## src/rtl/eg_pkg.sv

```systemverilog
package eg_pkg;
    localparam int ATT_W   = 7;
    localparam int RATE_W  = 6;
    localparam int SL_W    = ATT_W - 3;
    localparam logic [ATT_W-1:0] ATT_MAX = {ATT_W{1'b1}};

    typedef enum logic [2:0] {
        PH_DUMP    = 3'd0,
        PH_ATTACK  = 3'd1,
        PH_DECAY   = 3'd2,
        PH_SUSTAIN = 3'd3,
        PH_RELEASE = 3'd4
    } eg_phase_e;
endpackage

```

## src/rtl/eg_rate_gate.sv

```systemverilog
module eg_rate_gate #(
    parameter int CNT_W = 16
) (
    input  logic [eg_pkg::RATE_W-1:0] rate,
    input  logic [CNT_W-1:0]          cnt,
    output logic                      tick,
    output logic [1:0]                inc
);
    logic [3:0]       grp;
    logic [1:0]       sub;
    logic [3:0]       sh;
    logic [CNT_W-1:0] mask;
    logic [CNT_W-1:0] shifted;
    logic [3:0]       k;
    logic             odd;
    logic             extra13;

    assign grp = rate[5:2];
    assign sub = rate[1:0];

    always_comb begin
        sh      = (grp >= 4'd13) ? 4'd0 : 4'(4'd13 - grp);
        mask    = (CNT_W'(1) << sh) - CNT_W'(1);
        shifted = cnt >> sh;
        k       = shifted[3:0];
        odd     = k[0];
        tick    = (grp != 4'd0) && ((cnt & mask) == '0);
        unique case (sub)
            2'd0: extra13 = 1'b0;
            2'd1: extra13 = (k[3:2] == 2'b01);
            2'd2: extra13 = k[2];
            default: extra13 = (k >= 4'd4);
        endcase
        if (grp == 4'd15) begin
            inc = 2'd2;
        end else if (grp == 4'd14) begin
            inc = 2'd1 + {1'b0, extra13};
        end else if (grp == 4'd13) begin
            inc = {1'b0, odd | extra13};
        end else begin
            unique case (sub)
                2'd0: inc = {1'b0, odd};
                2'd1: inc = {1'b0, odd | (k[2:0] == 3'd4)};
                2'd2: inc = {1'b0, odd | (k[1:0] == 2'd2)};
                default: inc = {1'b0, k[2:0] != 3'd0};
            endcase
        end
    end
endmodule

```

## src/rtl/eg_attack_step.sv

```systemverilog
module eg_attack_step (
    input  logic [eg_pkg::ATT_W-1:0] att,
    input  logic [1:0]               inc,
    output logic [eg_pkg::ATT_W-1:0] att_next,
    output logic                     at_min
);
    localparam int PW = eg_pkg::ATT_W + 3;
    logic [PW-1:0] prod;
    logic [PW-1:0] delta;

    always_comb begin
        prod     = (PW'(att) + PW'(1)) * PW'(inc) + PW'(3);
        delta    = prod >> 2;
        at_min   = (delta >= PW'(att));
        att_next = at_min ? '0 : eg_pkg::ATT_W'(PW'(att) - delta);
    end
endmodule

```

## src/rtl/eg_level_add.sv

```systemverilog
module eg_level_add (
    input  logic [eg_pkg::ATT_W-1:0] att,
    input  logic [1:0]               inc,
    output logic [eg_pkg::ATT_W-1:0] sum
);
    logic [eg_pkg::ATT_W:0] raw;

    always_comb begin
        raw = {1'b0, att} + (eg_pkg::ATT_W+1)'(inc);
        sum = raw[eg_pkg::ATT_W] ? eg_pkg::ATT_MAX : raw[eg_pkg::ATT_W-1:0];
    end
endmodule

```

## src/rtl/eg_operator.sv

```systemverilog
module eg_operator #(
    parameter int          CNT_W     = 16,
    parameter logic [5:0]  DUMP_RATE = 6'd56
) (
    input  logic                        clk,
    input  logic                        rst_n,
    input  logic                        key_on,
    input  logic                        perc_mode,
    input  logic [eg_pkg::RATE_W-1:0]   atk_rate,
    input  logic [eg_pkg::RATE_W-1:0]   dec_rate,
    input  logic [eg_pkg::RATE_W-1:0]   rel_rate,
    input  logic [eg_pkg::SL_W-1:0]     sus_lvl,
    input  logic [CNT_W-1:0]            eg_cnt,
    output logic [eg_pkg::ATT_W-1:0]    eg_att,
    output logic [2:0]                  eg_phase
);
    import eg_pkg::*;

    localparam int N_SRC = 4;
    localparam int S_DMP = 0;
    localparam int S_ATK = 1;
    localparam int S_DEC = 2;
    localparam int S_REL = 3;

    eg_phase_e        ph_q, ph_d;
    logic [ATT_W-1:0] att_q, att_d;
    logic             key_q;

    logic [RATE_W-1:0] rate_src [N_SRC];
    logic [N_SRC-1:0]  tick_v;
    logic [1:0]        inc_v    [N_SRC];

    assign rate_src[S_DMP] = DUMP_RATE;
    assign rate_src[S_ATK] = atk_rate;
    assign rate_src[S_DEC] = dec_rate;
    assign rate_src[S_REL] = rel_rate;

    for (genvar g = 0; g < N_SRC; g++) begin : g_gate
        eg_rate_gate #(.CNT_W(CNT_W)) u_gate (
            .rate (rate_src[g]),
            .cnt  (eg_cnt),
            .tick (tick_v[g]),
            .inc  (inc_v[g])
        );
    end

    // Shared saturating adder: source chosen by phase, gated by that source's tick
    logic [1:0]       add_inc;
    logic [ATT_W-1:0] add_sum;

    always_comb begin
        add_inc = 2'd0;
        unique case (ph_q)
            PH_DUMP:    if (tick_v[S_DMP]) add_inc = inc_v[S_DMP];
            PH_DECAY:   if (tick_v[S_DEC]) add_inc = inc_v[S_DEC];
            PH_SUSTAIN: if (tick_v[S_REL] && perc_mode) add_inc = inc_v[S_REL];
            PH_RELEASE: if (tick_v[S_REL]) add_inc = inc_v[S_REL];
            default:    add_inc = 2'd0;
        endcase
    end

    eg_level_add u_add (.att(att_q), .inc(add_inc), .sum(add_sum));

    logic [1:0]       atk_inc;
    logic [ATT_W-1:0] atk_next;
    logic             atk_min;

    assign atk_inc = tick_v[S_ATK] ? inc_v[S_ATK] : 2'd0;

    eg_attack_step u_atk (.att(att_q), .inc(atk_inc), .att_next(atk_next), .at_min(atk_min));

    logic key_rise;
    logic atk_fast;
    assign key_rise = key_on & ~key_q;
    assign atk_fast = (atk_rate[5:2] == 4'hF);

    // Next-state and next-level logic
    always_comb begin
        ph_d  = ph_q;
        att_d = att_q;
        if (key_rise) begin
            ph_d = PH_DUMP;
        end else if (!key_on) begin
            if (ph_q != PH_RELEASE) ph_d = PH_RELEASE;
            else                    att_d = add_sum;
        end else begin
            unique case (ph_q)
                PH_DUMP: begin
                    att_d = add_sum;
                    if (add_sum == ATT_MAX) ph_d = PH_ATTACK;
                end
                PH_ATTACK: begin
                    if (atk_fast || att_q == '0) begin
                        att_d = '0;
                        ph_d  = PH_DECAY;
                    end else begin
                        att_d = atk_next;
                        if (atk_min) ph_d = PH_DECAY;
                    end
                end
                PH_DECAY: begin
                    att_d = add_sum;
                    if (add_sum[ATT_W-1:3] == sus_lvl) ph_d = PH_SUSTAIN;
                end
                PH_SUSTAIN: att_d = add_sum;
                PH_RELEASE: att_d = add_sum;
                default: begin
                    ph_d  = PH_RELEASE;
                    att_d = ATT_MAX;
                end
            endcase
        end
    end

    // State register
    always_ff @(posedge clk) begin
        if (!rst_n) begin
            ph_q  <= PH_RELEASE;
            att_q <= ATT_MAX;
            key_q <= 1'b0;
        end else begin
            ph_q  <= ph_d;
            att_q <= att_d;
            key_q <= key_on;
        end
    end

    // Outputs
    always_comb begin
        eg_att   = att_q;
        eg_phase = ph_q;
    end

    assert_keyon_dump_R5: assert property (@(posedge clk) disable iff (!rst_n)
        (key_on && !key_q) |=> (eg_phase == PH_DUMP && $stable(eg_att)));

    assert_keyoff_release_R11: assert property (@(posedge clk) disable iff (!rst_n)
        (!key_on && ph_q != PH_RELEASE) |=> (eg_phase == PH_RELEASE && $stable(eg_att)));

    assert_release_hold_R2: assert property (@(posedge clk) disable iff (!rst_n)
        (ph_q == PH_RELEASE && !key_on && !tick_v[S_REL]) |=> $stable(eg_att));

    assert_attack_falls_R7: assert property (@(posedge clk) disable iff (!rst_n)
        (ph_q == PH_ATTACK && key_on) |=> (eg_att <= $past(eg_att)));

    assert_fast_skip_R8: assert property (@(posedge clk) disable iff (!rst_n)
        (ph_q == PH_ATTACK && key_on && key_q && atk_fast) |=> (eg_phase == PH_DECAY && eg_att == '0));

    assert_dump_exit_R6: assert property (@(posedge clk) disable iff (!rst_n)
        (ph_q == PH_DUMP && key_on && key_q && att_q == ATT_MAX) |=> (eg_phase == PH_ATTACK));

    assert_sustain_match_R9: assert property (@(posedge clk) disable iff (!rst_n)
        (ph_q == PH_DECAY && key_on && key_q) |=> (eg_phase != PH_SUSTAIN || eg_att[ATT_W-1:3] == $past(sus_lvl)));

    assert_sustain_hold_R10: assert property (@(posedge clk) disable iff (!rst_n)
        (ph_q == PH_SUSTAIN && key_on && key_q && !perc_mode) |=> $stable(eg_att));
endmodule

```

## config.mk

```make
export PLATFORM = sky130hd
export DESIGN_NAME = eg_operator
export DESIGN_NICKNAME = d
export VERILOG_FILES = /design/src/rtl/eg_pkg.sv /design/src/rtl/eg_rate_gate.sv /design/src/rtl/eg_attack_step.sv /design/src/rtl/eg_level_add.sv /design/src/rtl/eg_operator.sv
export SDC_FILE = /design/constraint.sdc
export NUM_CORES = 1
export LEC_CHECK = 0
export BUFFER_PORTS_ARGS = -buffer_cell sky130_fd_sc_hd__buf_2
export CAP_MARGIN = 20
export CORE_MARGIN = 2
export CORE_UTILIZATION = 45
export CTS_CLUSTER_DIAMETER = 200
export DETAILED_ROUTE_END_ITERATION = 10
export SYNTH_ARGS = -nofsm -noshare
export SYNTH_HDL_FRONTEND = slang
export SYNTH_SLANG_ARGS = --single-unit
```

## constraint.sdc

```tcl
create_clock -name clk -period 14.1 [get_ports clk]
set_clock_uncertainty 0.2 [all_clocks]
set_input_delay 0 -clock clk [delete_from_list [all_inputs] [get_ports clk]]
set_output_delay 0 -clock clk [all_outputs]
set_load 0.05 [all_outputs]
```

# Yosys cells after proc, flatten, opt, wreduce, memory -nomap -nowiden
# Cells that the tools add are included.
# classes
add_sub_neg,13
mul,1
div_mod_pow,0
n_lt_le_gt_ge,7
n_eq_ne,40
n_shift,6
n_mux,37
n_bitwise,16
reduce_logical,27
# ops
op,n
$and 16x16->16,3
$logic_not 16->1,3
$shl 1x4->16 const A,3
$shr 16x4->4,3
$sub 16x2->16 const B,3
$eq 4x4->1 const B,9
$mux 7,5
$mux 2,13
$mux 3,7
$pmux 1 s3,6
$pmux 7 s2,1
$eq 2x1->1 const B,6
$eq 2x2->1 const B,6
$eq 3x3->1 const B,4
$ge 4x3->1 const B,3
$ge 4x4->1 const B,3
$mux 4,3
$ne 4x4->1 const B,3
$pmux 3 s4,1
$reduce_bool 3->1,4
$reduce_bool 4->1,3
$sub 4x4->4 const A,3
$add 10x2->10 const B,1
$mul 10x2->10,1
other kinds (27),50
# word_totals
reg_bits,11
latch_bits,0
ram_bits,0
rom_bits,0
in_bits,42
memories,0

# Depth between registers and ports, before layout
# depth
depth_word,18
ltp_mapped,31
mapped_depth_nobuf,29

# By module
# Synthesis repeated with hierarchy kept, for this count alone.
# unflattened
cells_unflattened,964
hier_area_um2,6807.8
# by_module_without_submodules
mod,instances,cells_each,area_per_inst_um2,seq_area_each_um2
eg_rate_gate at g_gate[0].u_gate ...,3,175,1206.2,0.0
eg_rate_gate at g_gate[3].u_gate,1,174,1191.1,0.0
eg_attack_step,1,138,1038.5,0.0
eg_operator,1,102,769.5,220.2
eg_level_add,1,25,190.2,0.0

# Least setup slack after synthesis
# OpenSTA, ideal clock, no wires.
# synth_path
kind,input to register
startpoint,in atk_rate[3] (netlist name)
endpoint,reg ph_q[0] (netlist: eg_phase[0])
setup_ns,0.060
t_arrival_ns,5.716
t_required_ns,13.840
path_slack_ns,8.125
path_stages,29
path_buffers,2
cell_sequence,clkbuf_1 inv_1 ha_1 a22oi_1 a21boi_4 mux4_2 a21oi_1 a211oi_1 o21bai_1 a21bo_2 a211o_1 or2_2 clkbuf_1 nor2_1 ha_1 ha_1 nand3_1 o311ai_4 xor2_1 ha_1 a21o_1 a21o_1 a21oi_1 nor2b_1 o21ai_0 nand3_1 o311ai_0 mux2i_1 and2_1
# synth_via
elab_chain_len,15
elab_cells_between_ends,37
cone_classes,add/sub (4); mul (1); order compare (3); eq/ne (7); shift (2); mux (10); bitwise (4); reduce/logical (6)
# synth_lines
element,line,rtl
from (decl),eg_operator.sv:9,"input logic [eg_pkg::RATE_W-1:0] atk_rate,"
$sub 4x4->4 / $ge 4x4->1 (equally long branches),eg_rate_gate.sv:22,sh = (grp >= 4'd13) ? 4'd0 : 4'(4'd13 - grp);
$mux 4,eg_rate_gate.sv:22,
$shr 16x4->4,eg_rate_gate.sv:24,shifted = cnt >> sh;
"$ge 4x3->1, or another cell as far along",eg_rate_gate.sv:32,default: extra13 = (k >= 4'd4);
"$pmux 1 s3, or another cell as far along",eg_rate_gate.sv:28,unique case (sub)
$or 1x1->1 / $pmux 1 s3 (equally long branches),"eg_rate_gate.sv:39, eg_rate_gate.sv:41",
$mux 2,eg_rate_gate.sv:38,end else if (grp == 4'd13) begin
$mux 2,eg_rate_gate.sv:36,end else if (grp == 4'd14) begin
$mux 2,eg_rate_gate.sv:34,if (grp == 4'd15) begin
$mux 2,eg_operator.sv:68,assign atk_inc = tick_v[S_ATK] ? inc_v[S_ATK] : 2'd0;
$mul 10x2->10,eg_attack_step.sv:12,prod = (PW'(att) + PW'(1)) * PW'(inc) + PW'(3);
$add 10x2->10,eg_attack_step.sv:12,
$ge 8x7->1,eg_attack_step.sv:14,at_min = (delta >= PW'(att));
$ne 4x4->1 (no source line),--,
$reduce_and 5->1 (no source line),--,
to (signal assigned),eg_operator.sv:122,ph_q <= ph_d;
to (decl),eg_operator.sv:25,"eg_phase_e ph_q, ph_d;"
# Parallel ways exist; a longest one is shown, timed or not.
# A chain may end at the register's enable or synchronous reset.

# Worst setup path after layout
# Ends and elaborated chain as after synthesis.

==> results.yml <==
die:
  num_rows: 37
  io_pins: 52
  die-width_um: 107
  die-area_mm2: 0.0116
  core_area_mm2: 0.0104
  fp.dieH_um: 107
  initial_core_util_pct: 46.5
yosys:
  mappedNetlistNets: 789
  synth_ff_type: "dfxtp_1"
  synth_most_common_cell: "nand2_1"
  yosysWarnings: 0
  syn-cell-area_mm2: 0.00482
  ys_seq_area_share_pct: 4.57
  synthDistinctLibCells: 71
  synth_top_area_share_pct: 13.0
  synth_area_leaders: "ha_1, mux2i_1, nand2_1"
  synth-seq-cells: 11
  synth_edf_count: 0
  syn_area_per_cell_um2: 6.94
  synth_common_cells: "nand2_1, mux2i_1, nor2_1"
  async_reset_ff_share_pct: 0
  yosys.area.top_type: "ha_1"
  netlist_instances: 694
critical_path:
  path_max_fanout: 14
  arrival_ps: 6550
  cp-start-kind: "input port"
  path_class: "input port to flop"
  setup.worst_path.end_class: "flop"
  crit_required_ps: 14090
cells_and_area:
  drive_gt1_share_pct: 11.0
  nNetsFinal: 803
  areaGrowthSynthToFinish_pct: 6.75
  stdcell_count: 843
  final_util_pct: 49.6
  diodes: 0
timing:
  slew_headroom_pct: 25.4
  tightest_slew_ps: 1120
  rsz0062_at_grt: "no"
  setup_slack_ps: 7540
  hold_violations: 0
  tns_ps: 0
  min_period_ps: 6560
  setup-violations-final: 0
  fmax_mhz: 152
  fin_crit_sh_pct: 46.5
  drv_slew: 0
min_path:
  worstHoldPathType: "input port to flop"
detailed_routing:
  dr_wl_met3_um: 1100
  topRoutingLayerUsed: "met4"
  ant_nets: 0
  wl_met2_um: 6980
  wl_per_cell_um: 18.1
  met1_length_um: 6980
  routed_wl_um: 15300
  drtIter0Drc: 579
  firstDrtPassIters: 5
  routed_via_density: 6.40
  drc_errors: 0
  num_vias: 5395
place:
  place_ws_ps: 7410
  dp_hpwl_um: 11500
  placed_cells: 837
  globalplace.congestion: 0.956
  port_buffers: 51
pwr:
  powerDensity_mw_per_mm2: 50.2
  vdd_drop_max_mv: 0.0557
  leakage_nw: 2.45
grt:
  grt_pass1_wl_um: 24600
  grt.total_usage_pct: 25.7
  grt_overflow: 0
  grt_max_degree: 21
  grt_pass1_vias: 5032
  antenna_found_initial: 0
clocking:
  clk_pin_slew_worst_paths_ps: 50
  cts_buffer_depth: 2
  cts_buffers: 3
  root_buffer: "clkbuf_8"
  cts_sinks: 11
  clk_latency_ps: 240
  cts_htree_levels: 1
  cts_tree: "built"
run_status:
  status: "finished clean"
job:
  maxCapViolations: 0
-- worst max-delay path: stages --
cell and delay (ps):
buf_2 240, inv_1 160, ha_1 310, a22o_1 300
o21ai_1 590, nor2_1 120, a211oi_1 410, o21bai_1 120
a21bo_2 260, a211o_1 350, or2_2 360, nor2_1 130
ha_1 240, ha_1 350, nand3_1 140, o311ai_4 330
xor2_1 250, ha_1 320, a21o_1 170, a21o_1 180
a21oi_1 140, nor2b_1 50, o21ai_0 150, nand3_1 290
o311ai_0 220, mux2i_1 210, and2_1 120
-- area by class of cell --
class	instances	area, µm²
fillers	1065	5230
multi-input cells	594	4250
inverters	42	158
repair buffers	56	298
clock buffers	4	45.0
well taps	136	170
flip-flops and latches	11	220
-- path summary, 6_finish.rpt --
kind / startpoint / end / slack [ps] / cells past startpoint
worst max-delay path: atk_rate[3] / eg_phase[0]$_SDFFE_PP0P_ / 7540 / 27
worst min-delay path: sus_lvl[0] / eg_phase[1]$_SDFFE_PP0P_ / 150 / 6
worst max register to register: eg_phase[1]$_SDFFE_PP0P_ / eg_phase[0]$_SDFFE_PP0P_ / 9020 / 20
worst min register to register: key_q$_SDFF_PN0_ / eg_phase[2]$_SDFFE_PN1P_ / 290 / 2
-- cells in the final DEF (no fill, tap or decap), types with 8 or more instances in the layout --
master,count
nor3_1,15
o21ai_0,34
a211oi_1,8
nor4_1,8
mux2i_1,61
xnor2_1,18
nand3_1,26
nand2b_1,11
o21ai_1,8
and3_1,9
a21o_1,11
nor2_1,55
o22ai_1,11
o221ai_1,12
inv_1,42
dfxtp_1,11
a21oi_1,36
xor2_1,14
a22oi_1,8
nand2_1,79
and2_1,8
ha_1,50
nor2b_1,9
buf_2,51
-- cells by family (layout without fill, tap and decap cells) --
kind of cell	count (synthesis)	in the layout	synth area share, %
compound gates	204	204	30.6
xor+xnor	32	32	5.82
mux	66	66	14.3
fa+ha+maj	53	53	14.2
flops	11	11	4.57
simple gates	239	239	23.3
buf+inv	89	102	7.17
-- flip-flops by register name, summed over array words and instances, names as in the netlist --
signal and count:
eg_att 7, eg_phase 3, key_q 1
-- report_power, final --
group / internal [mW] / total (mW) / switching (mW)
Sequential: 0.0326 / 0.0364 / 0.00375
Clock: 0.0199 / 0.0325 / 0.0126
Combinational: 0.0729 / 0.189 / 0.117
Total: 0.125 / 0.258 / 0.133
-- per-layer routing --
layer  global-route usage (%)  up-vias
met2                     43.0      236
met4                     6.78        0
met1                     35.3     2546
li1                         -     2583
met5                        0        -
met3                     2.36       30
-- through the flow --
step / hold slack (ps) / cell area (µm²) / total power [mW]
2_1_floorplan: 54.3 / 4820 / 0.179
3_3_place_gp: 62.6 / 5080 / 0.220
3_5_place_dp: 69.2 / 5080 / 0.221
4_1_cts: 155 / 5140 / 0.255
5_1_grt: 209 / 5140 / 0.277
6_report: 154 / 5140 / 0.258
-- what timing repair did --
| item | 4_1_cts | 5_1_grt |
|---|---|---|
| hold buffers | 2 | 0 |
| endpoints found under the hold margin | 11 | 0 |
| resized for setup | 0 | 0 |
| buffers inserted | 0 | 0 |
Power figures use the tool's default switching activity.
